<file path="src/rtl/byte_alu_pkg.sv">
package byte_alu_pkg;
  typedef enum logic [3:0] {
    OP_ADD  = 4'd0,
    OP_SUB  = 4'd1,
    OP_AND  = 4'd2,
    OP_OR   = 4'd3,
    OP_XOR  = 4'd4,
    OP_BIT  = 4'd5,
    OP_CMP  = 4'd6,
    OP_SHL  = 4'd7,
    OP_SHR  = 4'd8,
    OP_ROL  = 4'd9,
    OP_ROR  = 4'd10,
    OP_LOAD = 4'd11
  } alu_op_e;

  localparam int FL_C = 0;
  localparam int FL_Z = 1;
  localparam int FL_D = 3;
  localparam int FL_V = 6;
  localparam int FL_N = 7;
endpackage

</file>
<file path="src/rtl/byte_alu_addsub.sv">
module byte_alu_addsub #(
  parameter int W = 8
) (
  input  logic [W-1:0] a,
  input  logic [W-1:0] b,
  input  logic         cin,
  input  logic         dec,
  input  logic         sub,
  output logic [W-1:0] res,
  output logic         c_out,
  output logic         v_out,
  output logic         z_out,
  output logic         n_out
);
  localparam int DW  = 2 * W;
  localparam int NIB = W / 4;
  localparam logic [W-1:0] SIX  = {NIB{4'h6}};
  localparam logic [W-1:0] MASK = {NIB{4'h2}};

  logic [DW-1:0] bx, sum, tweak, fix, fin;

  always_comb begin
    bx = {{W{1'b0}}, (sub ? ~b : b)};
    if (sub && dec) bx = bx - {{W{1'b0}}, SIX};
    sum   = {{W{1'b0}}, a} + bx + {{(DW-1){1'b0}}, cin};
    tweak = ((sum + {{W{1'b0}}, SIX}) ^ {{W{1'b0}}, a} ^ bx) >> 3;
    fix   = tweak & {{W{1'b0}}, MASK};
    fin   = dec ? (sum + fix + (fix << 1)) : sum;
  end

  assign v_out = (sum[W-1] ^ a[W-1]) & (sum[W-1] ^ bx[W-1]);
  assign z_out = (sum[W-1:0] == '0);
  assign n_out = sum[W-1];
  assign c_out = |fin[DW-1:W];
  assign res   = fin[W-1:0];
endmodule

</file>
<file path="src/rtl/byte_alu_misc.sv">
module byte_alu_misc
  import byte_alu_pkg::*;
#(
  parameter int W = 8
) (
  input  alu_op_e      op,
  input  logic [W-1:0] a,
  input  logic [W-1:0] b,
  input  logic         cin,
  input  logic         vin,
  output logic [W-1:0] res,
  output logic         c_out,
  output logic         v_out,
  output logic         z_out,
  output logic         n_out
);
  logic [W-1:0] diff;
  assign diff = a - b;

  always_comb begin
    res   = a;
    c_out = cin;
    v_out = vin;
    case (op)
      OP_AND:  res = a & b;
      OP_OR:   res = a | b;
      OP_XOR:  res = a ^ b;
      OP_LOAD: res = b;
      OP_SHL:  begin res = {b[W-2:0], 1'b0}; c_out = b[W-1]; end
      OP_SHR:  begin res = {1'b0, b[W-1:1]}; c_out = b[0];   end
      OP_ROL:  begin res = {b[W-2:0], cin};  c_out = b[W-1]; end
      OP_ROR:  begin res = {cin, b[W-1:1]};  c_out = b[0];   end
      OP_CMP:  c_out = (a >= b);
      default: res = a;
    endcase
    z_out = (res == '0);
    n_out = res[W-1];
    if (op == OP_BIT) begin
      z_out = ((a & b) == '0);
      n_out = b[W-1];
      v_out = b[W-2];
    end else if (op == OP_CMP) begin
      z_out = (diff == '0);
      n_out = diff[W-1];
    end
  end
endmodule

</file>
<file path="src/rtl/byte_alu.sv">
module byte_alu
  import byte_alu_pkg::*;
#(
  parameter int W = 8
) (
  input  logic         clk,
  input  logic         rst,
  input  logic         issue,
  input  logic [3:0]   op_sel,
  input  logic [W-1:0] acc_in,
  input  logic [W-1:0] opnd_in,
  input  logic [W-1:0] stat_in,
  output logic [W-1:0] res_q,
  output logic [W-1:0] stat_q,
  output logic         res_wr,
  output logic         done
);
  localparam logic [3:0] LAST_OP = 4'(OP_LOAD);

  alu_op_e      op;
  logic         is_arith, is_rsv, is_logic, is_test, writes;
  logic [W-1:0] as_res, m_res, nres, nstat;
  logic         as_c, as_v, as_z, as_n, m_c, m_v, m_z, m_n;

  assign op       = alu_op_e'(op_sel);
  assign is_rsv   = (op_sel > LAST_OP);
  assign is_arith = (op == OP_ADD) || (op == OP_SUB);
  assign is_logic = (op == OP_AND) || (op == OP_OR) || (op == OP_XOR) || (op == OP_LOAD);
  assign is_test  = (op == OP_BIT) || (op == OP_CMP);
  assign writes   = !is_rsv && !is_test;

  byte_alu_addsub #(.W(W)) u_addsub (
    .a(acc_in), .b(opnd_in), .cin(stat_in[FL_C]), .dec(stat_in[FL_D]),
    .sub(op == OP_SUB), .res(as_res), .c_out(as_c), .v_out(as_v),
    .z_out(as_z), .n_out(as_n)
  );

  byte_alu_misc #(.W(W)) u_misc (
    .op(op), .a(acc_in), .b(opnd_in), .cin(stat_in[FL_C]), .vin(stat_in[FL_V]),
    .res(m_res), .c_out(m_c), .v_out(m_v), .z_out(m_z), .n_out(m_n)
  );

  always_comb begin
    nstat = stat_in;
    nres  = acc_in;
    if (!is_rsv) begin
      nres        = is_arith ? as_res : m_res;
      nstat[FL_C] = is_arith ? as_c : m_c;
      nstat[FL_Z] = is_arith ? as_z : m_z;
      nstat[FL_V] = is_arith ? as_v : m_v;
      nstat[FL_N] = is_arith ? as_n : m_n;
    end
  end

  always_ff @(posedge clk) begin
    if (rst) begin
      res_q  <= '0;
      stat_q <= '0;
      res_wr <= 1'b0;
      done   <= 1'b0;
    end else begin
      done   <= issue;
      res_wr <= issue && writes;
      if (issue) begin
        res_q  <= nres;
        stat_q <= nstat;
      end
    end
  end

  // a write strobe only accompanies a completed operation
  a_r9_wr_with_done: assert property (@(posedge clk) disable iff (rst)
    res_wr |-> done);

  // control bits travel through untouched
  a_r1_ctrl_bits_pass: assert property (@(posedge clk) disable iff (rst)
    done |-> stat_q[5:2] == $past(stat_in[5:2]));

  // logic and load leave carry and overflow alone
  a_r5_logic_keeps_cv: assert property (@(posedge clk) disable iff (rst)
    done && $past(is_logic) |->
      stat_q[FL_C] == $past(stat_in[FL_C]) && stat_q[FL_V] == $past(stat_in[FL_V]));

  // test operations never request a write
  a_r6_test_no_write: assert property (@(posedge clk) disable iff (rst)
    done && $past(is_test) |-> !res_wr);

  // idle cycles hold the outputs
  a_r10_idle_hold: assert property (@(posedge clk) disable iff (rst)
    !done |-> $stable(res_q) && $stable(stat_q) && !res_wr);
endmodule

</file>
<file path="config.mk">
export PLATFORM = sky130hd
export DESIGN_NAME = byte_alu
export DESIGN_NICKNAME = d
export VERILOG_FILES = /design/src/rtl/byte_alu_pkg.sv /design/src/rtl/byte_alu_addsub.sv /design/src/rtl/byte_alu_misc.sv /design/src/rtl/byte_alu.sv
export SDC_FILE = /design/constraint.sdc
export NUM_CORES = 1
export LEC_CHECK = 0
export BUFFER_PORTS_ARGS = -buffer_cell sky130_fd_sc_hd__clkbuf_2
export CORE_ASPECT_RATIO = 0.5
export CORE_MARGIN = 1
export CORE_UTILIZATION = 35
export CTS_CLUSTER_SIZE = 40
export DETAILED_ROUTE_END_ITERATION = 16
export PLACE_DENSITY_LB_ADDON = 0.1
export SLEW_MARGIN = 30
export SYNTH_ARGS = -nofsm -noshare
export SYNTH_HDL_FRONTEND = slang
export SYNTH_SLANG_ARGS = --single-unit
</file>
<file path="constraint.sdc">
create_clock -name clk -period 5.7 [get_ports clk]
set_input_delay 1.71 -clock clk [delete_from_list [all_inputs] [get_ports clk]]
set_output_delay 1.71 -clock clk [all_outputs]
set_load 0.005 [all_outputs]
</file>
==> Flow_metrics.wiki <==
{| class="wikitable"
! Metric !! Value
|-
| Final cycle utilization of the critical path || 96.7%
|-
| Iteration-0 DRC count of the detailed router || 204
|-
| Via count of the first global-routing pass || roughly 2800
|-
| Arrival time of the worst setup path || 5.66 ns
|-
| Count of final max-slew check failures || 0
|-
| Core Footprint || 8230 sq um
|-
| Post-synth ARST share || 0%
|-
| Starting density of the core || 37.1%
|-
| LEAKAGE || 1.68 nW
|-
| Vias || 3363
|-
| Source-to-sink clock delay at the later pin of the worst-skew pair || between 0.2 and 0.3 ns
|-
| CTS Root Cell || clkbuf_16
|-
| Die area || 9120 sq um
|-
| Kind of capture point of the worst setup path || flop
|-
| Remaining Overflow, GRT || 0
|-
| DP HPWL || about 8200 um
|-
| Utilization of the core after routing || a little under half
|-
| Number of inserted diodes || 0
|-
| Flip-flop cell with the highest count after synthesis || dfxtp_1
|-
| Layout net count || 548
|-
| Number of antenna violations at the first check in global routing || 0
|-
| Final-report hold violation count || 0
|-
| Worst-path clk slew || roughly 0.05 ns
|-
| Fraction of power spent switching nets || about two fifths
|-
| Number of standard cells in the layout, taps in and fillers out || 589
|-
| Fmax || 181 MHz
|-
| Total instance count after detailed placement || 583
|-
| Critical path launch point type || input port
|-
| Pin count of the biggest net entering global routing || 35
|-
| Internal power summed over all cells || 0.479 mW
|-
| Maximum number of buffers from clock root to sink || 2
|-
| Layout cells sized above 1 || between 20% and 30%
|-
| Core Rows || 23
|-
| Port buffer count || 48
|-
| Number of instances in the synthesized netlist || 413
|-
| Main combinational cell family by area after synthesis || compound AO/OA/AOI/OAI gates
|-
| Critical Path Fanout Max || 3
|-
| First-pass GRT wire length || 15600 um
|-
| Final setup fails || 0
|-
| Placed cell areas || 3590 sq um
|-
| Min cycle time layout || 5.51 ns
|-
| Per-cell via count in the routed design || 5.71
|-
| Chip height || 68.0 um
|-
| Die width || 134 um
|-
| Max IR drop VDD || 0.117 mV
|-
| Setup WS post-layout || 0.188 ns
|-
| Hold-fix buffer count after cts || 0
|-
| Hold Crit Class || flop to flop
|-
| Post-placement worst setup slack || -0.119 ns
|-
| P&R area growth vs syn || 23.4%
|-
| DR WL/cell || 17.1 um
|-
| Count of clock tree sinks || 18
|-
| Setup CP Type || input port to flop
|-
| Remaining antenna violation count || 0
|-
| Library cells used by synthesis || 66
|-
| Power share of the sequential group || 17.9%
|-
| CTS H-Tree Depth || 1
|-
| Clk network pwr share || between 10% and 20%
|-
| Synth area leaders || ha_1 (15%), dfxtp_1 (12%), xnor2_1 (5.2%)
|-
| Worst-Margin Slew || roughly 0.74 ns
|-
| Synth Area in XOR/XNOR || 6.31%
|-
| Pwr/cell area || between 200 and 250 nW/um^2
|-
| TritonCTS buffer count || 3
|-
| Final weighted congestion in routability-driven placement || 0.883
|-
| Final Skew || 0 ns
|-
| Compound-Gate Fraction of Synth Area || 29.2%
|-
| Outcome || completed
|-
| Power share of the combinational group || 62.5%
|-
| Syn avg cell area || between 7 and 8 sq um
|-
| Combined global-route utilization of all metal layers || 22.4%
|-
| YS warnings || 0
|-
| Post-synthesis share of cell area spent on full adders, half adders and majority gates || 16.7%
|-
| Number of remaining DRC errors || 0
|-
| Most area-hungry cell type in the Yosys netlist || ha_1
|-
| Hold slack final || 0.470 ns
|-
| Fillers || approximately 860
|-
| Sequential fraction of the synthesis area || 11.8%
|-
| Design Area, Final || 3770 sq um
|-
| Post-synthesis instance area || around 3000 sq um
|-
| Final Power || just under 0.8 mW
|-
| Post-synth net total || 483
|-
| Worst relative slew slack || between 50% and 60%
|-
| Number of synthesized flops with an enable pin || 0
|-
| Worst endpoint required time || between 5 and 6 ns
|-
| Yosys top cell area share || 14.8%
|-
| Total detailed-routing wirelength || about 10000 um
|-
| Total negative setup slack || 0 ns
|-
| Multiplexer share of the synthesized area || under 10%
|-
| I/O pin count || 49
|-
| First-pass DRT Iterations || 5
|-
| P_sw || 0.313 mW
|-
| Simple logic cell fraction of the synthesized area || 23.7%
|-
| List of most frequent post-synthesis cells || ha_1 (36), nand2_1 (36), nor2_1 (35), inv_1 (33), a21oi_1 (23)
|-
| #FFs+latches synth || 18
|-
| TritonCTS clock tree || yes
|-
| Number of violations of the max-capacitance limit || 0
|}
## worst max-delay path, stage by stage
cell,delay (ns)
clkbuf_2,0.08
nand2b_1,0.19
or3_4,0.44
buf_4,0.16
a21oi_1,0.14
xnor2_1,0.11
ha_1,0.31
inv_1,0.07
o41ai_2,0.43
buf_4,0.18
nor2_1,0.03
o21a_1,0.20
xnor2_1,0.22
ha_1,0.30
a21oi_2,0.16
a21bo_2,0.25
o311a_1,0.28
and3_1,0.19
a211o_1,0.21
## cell families after synthesis
group           count (synthesis)
simple gates                  140
compound gates                125
buf+inv                        55
fa+ha+maj                      39
xor+xnor                       22
flops                          18
mux                            14
## layout by cell type, fill, tap and decap left out, types with 14 or more instances in the layout
cell       n
nand2_1   36
inv_1     33
ha_1      34
buf_4     34
clkbuf_2  48
nor2_1    33
xnor2_1   14
o21ai_0   20
dfxtp_1   18
a21oi_1   20
## timing repair
action | 4_1_cts | 5_1_grt
endpoints found under the hold margin | 0 | 0
setup endpoints to repair | 0 | 4
resized for setup | 0 | 13
buffers inserted | 0 | 2
## worst paths after layout
kind / from / depth (start not counted) / slack [ns] / endpoint
setup / recovery: op_sel[1] / 19 / 0.19 / stat_q[0]
hold / removal: stat_q[6] / 2 / 0.47 / stat_q[6]
setup reg to reg: stat_q[0] / 5 / 4.27 / stat_q[0]
hold reg to reg: stat_q[6] / 2 / 0.47 / stat_q[6]
## layout make-up
class,count,area [sq um],area share [%]
Clock buffer,4,88.8,2.36
Inverter,33,124,3.29
Multi-Input combinational cell,340,2560,67.9
Sequential cell,18,360,9.56
Tap cell,112,140,3.72
Timing Repair Buffer,82,495,13.1
## power by group through the flow
stage	sequential (mW)	combinational, mW	clock [mW]
finish	0.142	0.495	0.155
global route	0.143	0.547	0.164
CTS	0.142	0.464	0.159
detailed placement	0.144	0.460	0
global placement	0.144	0.464	0
floorplan	0.145	0.300	0
## layer usage
| metal | routed length, um | track usage [%] | part of all wire (%) | vias to the layer above |
|---|---|---|---|---|
| met1 | 5070 | 33.0 | 50 | 1590 |
| met4 | 31 | 2.11 | 0.31 | 0 |
| met2 | 4130 | 34.6 | 41 | 117 |
| li1 | - | - | - | 1652 |
| met5 | 0 | 0 | 0 | - |
| met3 | 856 | 4.22 | 8.5 | 4 |
## sequential cells by signal, indices dropped and copies added, names as in the netlist
signal,cells
done,1
res_wr,1
stat_q,8
res_q,8
Power figures use the tool's default switching activity.
